$ cat src/rtl/adc_cap_pkg.sv
package adc_cap_pkg;
  localparam int unsigned WORD_W_DEF = 16;

  typedef struct packed {
    logic rise;
    logic fall;
  } sclk_edge_t;
endpackage

$ cat src/rtl/sync_2ff.sv
module sync_2ff #(
  parameter int unsigned      W       = 1,
  parameter logic [W-1:0]     RST_VAL = '0
) (
  input  logic         clk_i,
  input  logic         rst_ni,
  input  logic [W-1:0] d_i,
  output logic [W-1:0] q_o
);
  logic [W-1:0] meta_q, sync_q;

  always_ff @(posedge clk_i or negedge rst_ni) begin
    if (!rst_ni) begin
      meta_q <= RST_VAL;
      sync_q <= RST_VAL;
    end else begin
      meta_q <= d_i;
      sync_q <= meta_q;
    end
  end

  assign q_o = sync_q;
endmodule

$ cat src/rtl/sclk_edge_det.sv
module sclk_edge_det
  import adc_cap_pkg::*;
(
  input  logic       clk_i,
  input  logic       rst_ni,
  input  logic       lvl_i,
  output sclk_edge_t edge_o
);
  // idle level is high, so reset prev high: no false fall out of reset
  logic prev_q;

  always_ff @(posedge clk_i or negedge rst_ni) begin
    if (!rst_ni) prev_q <= 1'b1;
    else         prev_q <= lvl_i;
  end

  assign edge_o.rise = lvl_i & ~prev_q;
  assign edge_o.fall = ~lvl_i & prev_q;
endmodule

$ cat src/rtl/bit_index_ctrl.sv
module bit_index_ctrl
  import adc_cap_pkg::*;
#(
  parameter int unsigned WORD_W = WORD_W_DEF,
  localparam int unsigned IDX_W = $clog2(WORD_W)
) (
  input  logic             clk_i,
  input  logic             rst_ni,
  input  logic             start_i,
  input  sclk_edge_t       edge_i,
  output logic             wr_en_o,
  output logic [IDX_W-1:0] wr_pos_o,
  output logic             done_o
);
  // one guard bit so the index can step below zero after the last fall
  localparam logic [IDX_W:0] PRESET = (IDX_W+1)'(WORD_W - 1);
  localparam logic [IDX_W:0] ONE    = (IDX_W+1)'(1);

  logic [IDX_W:0] idx_q;
  logic [IDX_W:0] sel;
  logic           pend_q;
  logic           done_q;
  logic           step;

  assign sel      = idx_q + ONE;  // index points one below the selected bit
  assign wr_pos_o = sel[IDX_W-1:0];
  assign step     = edge_i.fall & ~pend_q & ~done_q & ~start_i;
  assign wr_en_o  = edge_i.rise & pend_q & ~done_q & ~start_i;
  assign done_o   = done_q;

  always_ff @(posedge clk_i or negedge rst_ni) begin
    if (!rst_ni) begin
      idx_q  <= PRESET;
      pend_q <= 1'b0;
      done_q <= 1'b0;
    end else if (start_i) begin
      idx_q  <= PRESET;
      pend_q <= 1'b0;
      done_q <= 1'b0;
    end else begin
      if (step) begin
        idx_q  <= idx_q - ONE;
        pend_q <= 1'b1;
      end
      if (wr_en_o) begin
        pend_q <= 1'b0;
        if (wr_pos_o == '0) done_q <= 1'b1;
      end
    end
  end
endmodule

$ cat src/rtl/word_hold.sv
module word_hold #(
  parameter int unsigned WORD_W = 16,
  localparam int unsigned IDX_W = $clog2(WORD_W)
) (
  input  logic              clk_i,
  input  logic              rst_ni,
  input  logic              wr_en_i,
  input  logic [IDX_W-1:0]  pos_i,
  input  logic              bit_i,
  output logic [WORD_W-1:0] word_o
);
  for (genvar i = 0; i < WORD_W; i++) begin : g_bit
    logic hit;
    assign hit = wr_en_i && (pos_i == IDX_W'(i));

    always_ff @(posedge clk_i or negedge rst_ni) begin
      if (!rst_ni)  word_o[i] <= 1'b0;
      else if (hit) word_o[i] <= bit_i;
    end
  end
endmodule

$ cat src/rtl/adc_word_capture.sv
module adc_word_capture
  import adc_cap_pkg::*;
#(
  parameter int unsigned WORD_W = WORD_W_DEF,
  localparam int unsigned IDX_W = $clog2(WORD_W)
) (
  input  logic              clk_i,
  input  logic              rst_ni,
  input  logic              sclk_i,
  input  logic              sdat_i,
  input  logic              start_i,
  output logic [WORD_W-1:0] word_o,
  output logic              done_o
);
  logic [1:0]       raw, synced;
  sclk_edge_t       sclk_edge;
  logic             wr_en;
  logic [IDX_W-1:0] wr_pos;

  assign raw = {sclk_i, sdat_i};

  // clock and data share one pipeline so they stay aligned
  sync_2ff #(.W(2), .RST_VAL(2'b10)) u_sync (
    .clk_i  (clk_i),
    .rst_ni (rst_ni),
    .d_i    (raw),
    .q_o    (synced)
  );

  sclk_edge_det u_edge (
    .clk_i  (clk_i),
    .rst_ni (rst_ni),
    .lvl_i  (synced[1]),
    .edge_o (sclk_edge)
  );

  bit_index_ctrl #(.WORD_W(WORD_W)) u_ctrl (
    .clk_i    (clk_i),
    .rst_ni   (rst_ni),
    .start_i  (start_i),
    .edge_i   (sclk_edge),
    .wr_en_o  (wr_en),
    .wr_pos_o (wr_pos),
    .done_o   (done_o)
  );

  word_hold #(.WORD_W(WORD_W)) u_hold (
    .clk_i   (clk_i),
    .rst_ni  (rst_ni),
    .wr_en_i (wr_en),
    .pos_i   (wr_pos),
    .bit_i   (synced[0]),
    .word_o  (word_o)
  );
endmodule

$ cat config.mk
export PLATFORM = sky130hd
export DESIGN_NAME = adc_word_capture
export DESIGN_NICKNAME = d
export VERILOG_FILES = /design/src/rtl/adc_cap_pkg.sv /design/src/rtl/sync_2ff.sv /design/src/rtl/sclk_edge_det.sv /design/src/rtl/bit_index_ctrl.sv /design/src/rtl/word_hold.sv /design/src/rtl/adc_word_capture.sv
export SDC_FILE = /design/constraint.sdc
export NUM_CORES = 1
export LEC_CHECK = 0
export ABC_AREA = 1
export BUFFER_PORTS_ARGS = -buffer_cell sky130_fd_sc_hd__buf_2
export CAP_MARGIN = 20
export CORE_UTILIZATION = 30
export DETAILED_ROUTE_END_ITERATION = 10
export SKIP_LAST_GASP = 1
export SLEW_MARGIN = 20
export SYNTH_ARGS = -nofsm -noshare
export SYNTH_HDL_FRONTEND = slang
export SYNTH_SLANG_ARGS = --single-unit
$ cat constraint.sdc
create_clock -name clk_i -period 1.9 [get_ports clk_i]
set_clock_uncertainty 0.2 [all_clocks]
set_input_delay 0.095 -clock clk_i [delete_from_list [all_inputs] [get_ports clk_i]]
set_output_delay 0.095 -clock clk_i [all_outputs]
set_load 0.01 [all_outputs]
After elaboration in Yosys (flattened, before gate mapping)
Index checks and enable logic that the tools add are counted.
{"block": "word_totals", "register_bits": 28, "elab_cells": 82}
{"block": "op_classes", "add_sub_neg": 2, "muxes": 8, "eq_ne": 15, "n_bitwise": 13, "reduce_logical": 22}
{"operator": "4-bit == test, second input constant", "count": 8}
{"operator": "4-bit by 3-bit == test with 1-bit output, second input constant", "count": 4}
{"operator": "1-bit logical AND", "count": 16}
{"operator": "5-bit 2-to-1 mux", "count": 2}
{"operator": "1-bit bitwise AND", "count": 8}
{"operator": "4-bit by 2-bit == test with 1-bit output, second input constant", "count": 2}
{"operator": "1-bit 2-to-1 mux", "count": 6}
{"operator": "2-bit nonzero test", "count": 3}
{"operator": "1-bit inverter", "count": 5}
{"operator": "5-bit by 1-bit subtractor with 5-bit output, second input constant", "count": 1}
{"operator": "4-bit by 1-bit adder with 4-bit output, second input constant", "count": 1}
{"operator": "4-bit by 1-bit == test with 1-bit output, second input constant", "count": 1}
{"operator": "4-bit zero test", "count": 1}
{"operator": "3-bit nonzero test", "count": 1}
{"operator": "2-bit AND reduction", "count": 1}

Longest topological paths before layout
Gate-level depths: netlist of run 1.
{"block": "logic_depth", "ltp_word": 8, "depth_mapped": 9}

By module
From an unflattened synthesis of run 1, not the netlist that was laid out.
{"block": "hier_totals", "hier_cells": 165, "area_unflattened_um2": 1310.0}
{"mod": "word_hold", "cells_each": 107, "instances": 1, "area_each_um2": 802.0}
{"mod": "bit_index_ctrl", "cells_each": 49, "instances": 1, "area_each_um2": 364.1}
{"mod": "sync_2ff", "cells_each": 4, "instances": 1, "area_each_um2": 102.6}
{"mod": "sclk_edge_det", "cells_each": 5, "instances": 1, "area_each_um2": 41.3}

Least setup slack after synthesis of run 1
Ideal clock, no wire load.
{"block": "synth_path", "kind": "reg2reg", "start": "register u_ctrl.idx_q[1]", "end": "register u_hold.word_o[0]", "path_stages_with_launch": 9, "setup_time_ps": 117, "n_path_buf": 0, "arrival_ps": 1323, "path_slack_ps": 260, "required_ps": 1583, "path_cell_list": "dfstp_2 -> ha_1 -> nand2_1 -> nand2_4 -> nand3_4 -> inv_1 -> nand2_1 -> nand2_1 -> nand2_1"}
{"block": "synth_via", "elab_chain_cells": 3}
{"element": "from (decl)", "line_no": "bit_index_ctrl.sv:19", "source": "logic [IDX_W:0] idx_q;"}
{"element": "from (signal assigned)", "line_no": "bit_index_ctrl.sv:42", "source": "idx_q <= idx_q - ONE;"}
{"element": "4-bit by 1-bit adder with 4-bit output", "line_no": "bit_index_ctrl.sv:25", "source": "assign sel = idx_q + ONE;"}
{"element": "4-bit zero test", "line_no": "word_hold.sv:14", "source": "assign hit = wr_en_i && (pos_i == IDX_W'(i));"}
{"element": "1-bit logical AND", "line_no": "word_hold.sv:14"}
{"element": "to (signal, indexed assignment)", "line_no": "word_hold.sv:18", "source": "else if (hit) word_o[i] <= bit_i;"}
{"element": "to (decl)", "line_no": "word_hold.sv:10", "source": "output logic [WORD_W-1:0] word_o"}
No other way between the ends.
A chain may end at the register's enable or synchronous reset.

Final worst setup path of run 1
{"block": "layout_path", "start": "register u_ctrl.idx_q[1]", "end": "register u_hold.word_o[8]"}
{"block": "layout_via", "elab_chain_cells": 3}
{"element": "4-bit by 1-bit adder with 4-bit output", "line_no": "bit_index_ctrl.sv:25"}
{"element": "4-bit == test", "line_no": "word_hold.sv:14"}
{"element": "1-bit logical AND", "line_no": "word_hold.sv:14"}
No other way between the ends.

==> results.py, run 1 <==
metrics = {
    "worst_setup_path": {
        "criticalPathCategory": "flip-flop to flip-flop",
        "rr_worst_depth": 8,
        "reg2reg_slack_ps": 120,
        "crit_top_cell": "nand2_1",
        "reg2reg_to": "u_hold.word_o[8]",
        "critPathBufInv": 1,
        "critPathTopFamily": "flip-flops",
        "worstSetupStartpointType": "flip-flop",
        "cp_data_arrival_time_ps": 1760,
        "crit_path_max_fanout": 9,
        "end_kind": "flip-flop",
        "r2r_start": "u_ctrl.idx_q[1]",
        "crit_path_top_delay_cell": "dfstp_2",
        "critical_path.cell_chain": "ha_1, nand2_1, nand2_4, nand3_4, inv_1, nand2_1, nand2_1, nand2_1",
        "required_ps": 1880,
        "slowest_delay_ps": 630,
    },
    "timing": {
        "fmax_mhz": 563,
        "slew_headroom_pct": 60.5,
        "drv_slew": 0,
        "period_needed_ps": 1780,
        "finalHoldViolations": 0,
        "finalSetupViolCount": 0,
        "period_share_pct": 93.6,
        "worstMarginPinSlew_ps": 593,
    },
    "cells_and_area": {
        "area_growth_pct": 18.6,
        "final_cells": 232,
        "utilization_pct": 37.0,
        "diodes": 0,
        "final_nets": 192,
        "layout-drive-gt1-share_pct": 23.9,
    },
    "power_and_ir_drop": {
        "power_density_nw_per_um2": 719,
        "leakagePower_nw": 0.903,
        "vdd_drop_max_mv": 0.263,
    },
    "floorplanning": {
        "design.die.area_um2": 4770,
        "pin_count": 22,
        "initial_core_util_pct": 31.2,
        "die_height_um": 69.1,
        "core_um2": 4320,
        "num_rows": 24,
        "die_x_um": 69.1,
    },
    "outcome": {
        "status": "complete, no violations",
    },
    "routing": {
        "drt_pass1_iterations": 4,
        "wl_per_cell_um": 11.2,
        "drt-total-wl_um": 2590,
        "drc": 0,
        "avgViaCountPerCell": 4.35,
        "drt_iter0_drc": 27,
        "drt.antenna.violating_nets": 0,
        "via_count": 1010,
    },
    "cts": {
        "cts_tree": "yes",
        "cts_made_buffers": 3,
        "cts_sinks": 27,
        "insertion_delay_ps": 280,
        "clockBufferDepth": 2,
        "htree_num_levels": 1,
        "clk_pin_slew_ps": 100,
        "root_buffer": "clkbuf_8",
        "cts-resized-gates": 0,
    },
    "global_route": {
        "grt.total_usage_pct": 11.5,
        "overflow": 0,
        "grt_max_degree": 28,
        "antenna_found_initial": 0,
        "grt_pass1_wl_um": 4360,
        "grt_pass1_vias": 921,
    },
    "yosys": {
        "yosysSeqAreaShare_pct": 50.7,
        "synth_area_leaders": "dfrtp_1 (37%), dfstp_2 (14%), nand2_1 (10%)",
        "netlist_area_um2": 1350,
        "syn_avg_cell_area_um2": 8.87,
        "synth_top_area_cell": "dfrtp_1",
        "synth_cell_types": 22,
        "ys_ff_latch": 27,
        "synth_nets": 163,
        "synthCells": 152,
        "synth_top_area_share_pct": 37.1,
        "synth_warnings": 0,
    },
    "run": {
        "maxCapViolCount": 0,
    },
    "place": {
        "gp_congestion": 0.748,
        "place_hpwl_um": 1870,
        "place_inst": 222,
        "io_buffer_count": 21,
    },
    "min_path": {
        "hp-class": "primary input to async pin",
    },
}
synthesized netlist by cell type (all sizes together):
master,count
dfrtp,20
nand4,5
dfstp,7
nand3,17
nand2,39
nor2,20
a21oi,4
ha,6
o21ai,8
nor3,6
clkbuf,2
buf,1
inv,16
a211oi,1
cell families (layout without fill, tap and decap cells):
| kind of cell | Yosys count | count (layout) | share of synthesized area [%] |
|---|---|---|---|
| buf+inv | 19 | 47 | 6.12 |
| simple gates | 87 | 87 | 32.6 |
| flops | 27 | 27 | 50.7 |
| compound gates | 13 | 13 | 5.01 |
| fa+ha+maj | 6 | 6 | 5.57 |
how the worst max path moves through the flow:
stage	from	to	slack, ps	cells past startpoint
finish	u_ctrl.idx_q[1]	u_hold.word_o[8]	120	8
global route	u_ctrl.idx_q[1]	u_hold.word_o[0]	-3	8
CTS	u_ctrl.idx_q[1]	u_hold.word_o[8]	120	8
detailed placement	u_ctrl.idx_q[1]	u_hold.word_o[8]	140	8
global placement	u_ctrl.idx_q[1]	u_hold.word_o[0]	160	8
floorplan	u_ctrl.idx_q[1]	u_hold.word_o[0]	260	8
sequential cells by signal, summed over array words and instances, names as in the netlist:
name,flops
u_ctrl.idx_q,4
u_edge.prev_q,1
u_ctrl.done_o,1
u_ctrl.pend_q,1
u_hold.word_o,16
u_sync.q_o,2
u_sync.meta_q,2
power breakdown:
| part | switching (mW) | total, mW | leakage (nW) | internal [mW] |
|---|---|---|---|---|
| registers | 0.0259 | 0.634 | 0.346 | 0.608 |
| clock network | 0.191 | 0.340 | 0.0217 | 0.149 |
| logic | 0.113 | 0.178 | 0.535 | 0.0652 |
layout by cell type (no fill, tap or decap), drive strengths merged:
| master | netlist | layout |
|---|---|---|
| a211oi | 1 | 1 |
| a21oi | 4 | 4 |
| buf | 1 | 23 |
| clkbuf | 2 | 3 |
| clkinvlp | 0 | 1 |
| dfrtp | 20 | 20 |
| dfstp | 7 | 7 |
| dlygate4sd3 | 0 | 4 |
| ha | 6 | 6 |
| inv | 16 | 16 |
| nand2 | 39 | 39 |
| nand3 | 17 | 17 |
| nand4 | 5 | 5 |
| nor2 | 20 | 20 |
| nor3 | 6 | 6 |
| o21ai | 8 | 8 |
stage by stage:
step	setup slack [ps]	total power, mW	setup TNS [ps]	hold slack (ps)	instance area, µm²
after floorplan	260	0.755	0	-401	1350
after global placement	162	0.810	0	-63.9	1500
after detailed placement	138	0.813	0	-61.8	1500
after CTS	118	1.17	0	161	1590
after global routing	-2.77	1.22	-3.18	164	1600
final	122	1.15	0	148	1600
what timing repair did:
| item | in CTS | in global routing |
|---|---|---|
| setup buffers | 0 | 2 |
| endpoints found under the hold margin | 34 | 0 |
| hold buffers | 4 | 0 |
| setup endpoints to repair | 0 | 3 |
final cells by class:
class                   count  area (µm²)
repair buffers             27         160
fillers                   449        2720
inverters                  16        60.1
clock buffers               3        41.3
flip-flops and latches     27         684
clock inverters             1        7.51
multi-input cells         106         582
well taps                  52        65.1
metal layers:
layer / share of wire (%) / vias up / GRT usage [%]
met5: 0 / - / 0
met4: 1.8 / 0 / 5.44
li1: - / 548 / -
met3: 3.4 / 4 / 2.49
met2: 44 / 17 / 18.0
met1: 51 / 441 / 15.2
No activity file was read; power rests on OpenSTA's default activity.
==> run 2, diff against run 1 <==
- RECOVER_POWER: default -> 50
==> results.py, run 2 (synthesis gave the netlist of run 1 again) <==
metrics = {
    "routing": {
        "drt.antenna.violating_nets": 0,
        "via_count": 1005,
        "drt-total-wl_um": 2590,
        "drt_pass1_iterations": 4,
        "wl_per_cell_um": 11.2,
        "drc": 0,
        "avgViaCountPerCell": 4.33,
        "drt_iter0_drc": 27,
    },
    "cts": {
        "insertion_delay_ps": 280,
        "clockBufferDepth": 2,
        "cts_sinks": 27,
        "root_buffer": "clkbuf_8",
        "htree_num_levels": 1,
        "cts_made_buffers": 3,
        "clk_pin_slew_ps": 100,
        "cts_tree": "yes",
        "cts-resized-gates": 0,
    },
    "outcome": {
        "status": "complete, no violations",
    },
    "worst_setup_path": {
        "end_kind": "flip-flop",
        "reg2reg_to": "u_hold.word_o[8]",
        "critPathTopFamily": "flip-flops",
        "crit_cells": 8,
        "crit_path_top_delay_cell": "dfstp_2",
        "critical_path.cell_chain": "ha_1, nand2_1, nand2_4, nand3_4, inv_1, nand2_1, nand2_1, nand2_1",
        "crit_path_max_fanout": 9,
        "critPathBufInv": 1,
        "rr_worst_depth": 8,
        "slowest_delay_ps": 630,
        "crit_top_cell": "nand2_1",
        "worstSetupStartpointType": "flip-flop",
        "criticalPathCategory": "flip-flop to flip-flop",
        "required_ps": 1880,
        "r2r_start": "u_ctrl.idx_q[1]",
        "reg2reg_slack_ps": 120,
        "cp_data_arrival_time_ps": 1760,
    },
    "power_and_ir_drop": {
        "vdd_drop_max_mv": 0.262,
        "p_total_mw": 1.15,
        "power_density_nw_per_um2": 720,
        "leakagePower_nw": 0.894,
    },
    "global_route": {
        "antenna_found_initial": 0,
        "grt.total_usage_pct": 11.5,
        "met1_usage_pct": 15.2,
        "met3_usage_pct": 2.49,
        "grt_pass1_vias": 921,
        "grt_pass1_wl_um": 4360,
        "grt-busiest-layer": "met2",
        "grt_max_degree": 28,
        "grt_use_met2_pct": 18.0,
        "overflow": 0,
    },
    "timing": {
        "hold_ws_ps": 159,
        "worstMarginPinSlew_ps": 661,
        "period_needed_ps": 1780,
        "period_share_pct": 93.6,
        "slew_headroom_pct": 56.0,
        "finalSetupViolCount": 0,
        "finalHoldViolations": 0,
        "fmax_mhz": 562,
        "drv_slew": 0,
        "fin_ws_ps": 122,
        "finalSetupTns_ps": 0,
    },
    "cells_and_area": {
        "largest_reg_flops": 16,
        "top_register": "u_hold.word_o",
        "mostFrequentLayoutCell": "nand2_1",
        "final_nets": 192,
        "area_growth_pct": 18.5,
        "diodes": 0,
        "top_regs": "u_hold.word_o: 16 flops, u_ctrl.idx_q: 4 flops",
        "layout-drive-gt1-share_pct": 22.2,
        "final_cell_mix": "nand2_1 (37), dfrtp_1 (20), buf_2 (18)",
    },
    "floorplanning": {
        "die_x_um": 69.1,
        "die_height_um": 69.1,
        "pin_count": 22,
        "num_rows": 24,
        "initial_core_util_pct": 31.2,
        "design.die.area_um2": 4770,
        "core_um2": 4320,
    },
    "run": {
        "maxCapViolCount": 0,
    },
    "place": {
        "gp_congestion": 0.748,
        "pre_cts_slack_ps": 138,
        "place_hpwl_um": 1870,
        "io_buffer_count": 21,
    },
    "min_path": {
        "hp-class": "flip-flop to flip-flop",
        "hold_depth": 0,
        "min-delay-start": "u_sync.meta_q[0]",
        "min_to": "u_sync.q_o[0]",
    },
}
## run 2: what timing repair did
item / CTS / global route
hold buffers: 4 / 0
setup buffers: 0 / 2
endpoints found under the hold margin: 34 / 0
endpoints found under the setup margin: 0 / 3
## run 2: per-layer routing
metal | vias up | routed length, µm
li1 | 548 | -
met4 | 0 | 47
met1 | 439 | 1320
met3 | 4 | 81
met2 | 14 | 1140
met5 | - | 0
## run 2: stage by stage
| step | util (%) | area, µm² | cells |
|---|---|---|---|
| after CTS | 36.7 | 1590 | 230 |
| after floorplan | - | 1350 | 152 |
| after global routing | 37.0 | 1600 | 232 |
| final | 37.0 | 1600 | 232 |
| after detailed placement | 34.6 | 1500 | 222 |
| after global placement | 34.6 | 1500 | 222 |
## run 2: worst max path at each step
| stage | start | end |
|---|---|---|
| 3_3_place_gp | u_ctrl.idx_q[1] | u_hold.word_o[0] |
| 6_report | u_ctrl.idx_q[1] | u_hold.word_o[8] |
| 2_1_floorplan | u_ctrl.idx_q[1] | u_hold.word_o[0] |
| 4_1_cts | u_ctrl.idx_q[1] | u_hold.word_o[8] |
| 3_5_place_dp | u_ctrl.idx_q[1] | u_hold.word_o[8] |
| 5_1_grt | u_ctrl.idx_q[1] | u_hold.word_o[0] |
## run 2: cell type report
type / count / area, µm²
tap: 52 / 65.1
clock buffer: 3 / 41.3
timing repair buffer: 27 / 158
inverter: 16 / 60.1
sequential: 27 / 684
multi-input combinational: 106 / 582
clock inverter: 1 / 7.51
fill: 450 / 2730
## run 2: power breakdown
part	internal (mW)	switching [mW]
combinational	0.0646	0.113
sequential	0.607	0.0261
clock	0.149	0.190
## run 2: worst reg2reg max path, cell delays in order, from the launching register on
cell	delay [ps]
dfstp_2	630
ha_1	210
nand2_1	90
nand2_4	140
nand3_4	110
inv_1	140
nand2_1	60
nand2_1	50
nand2_1	50
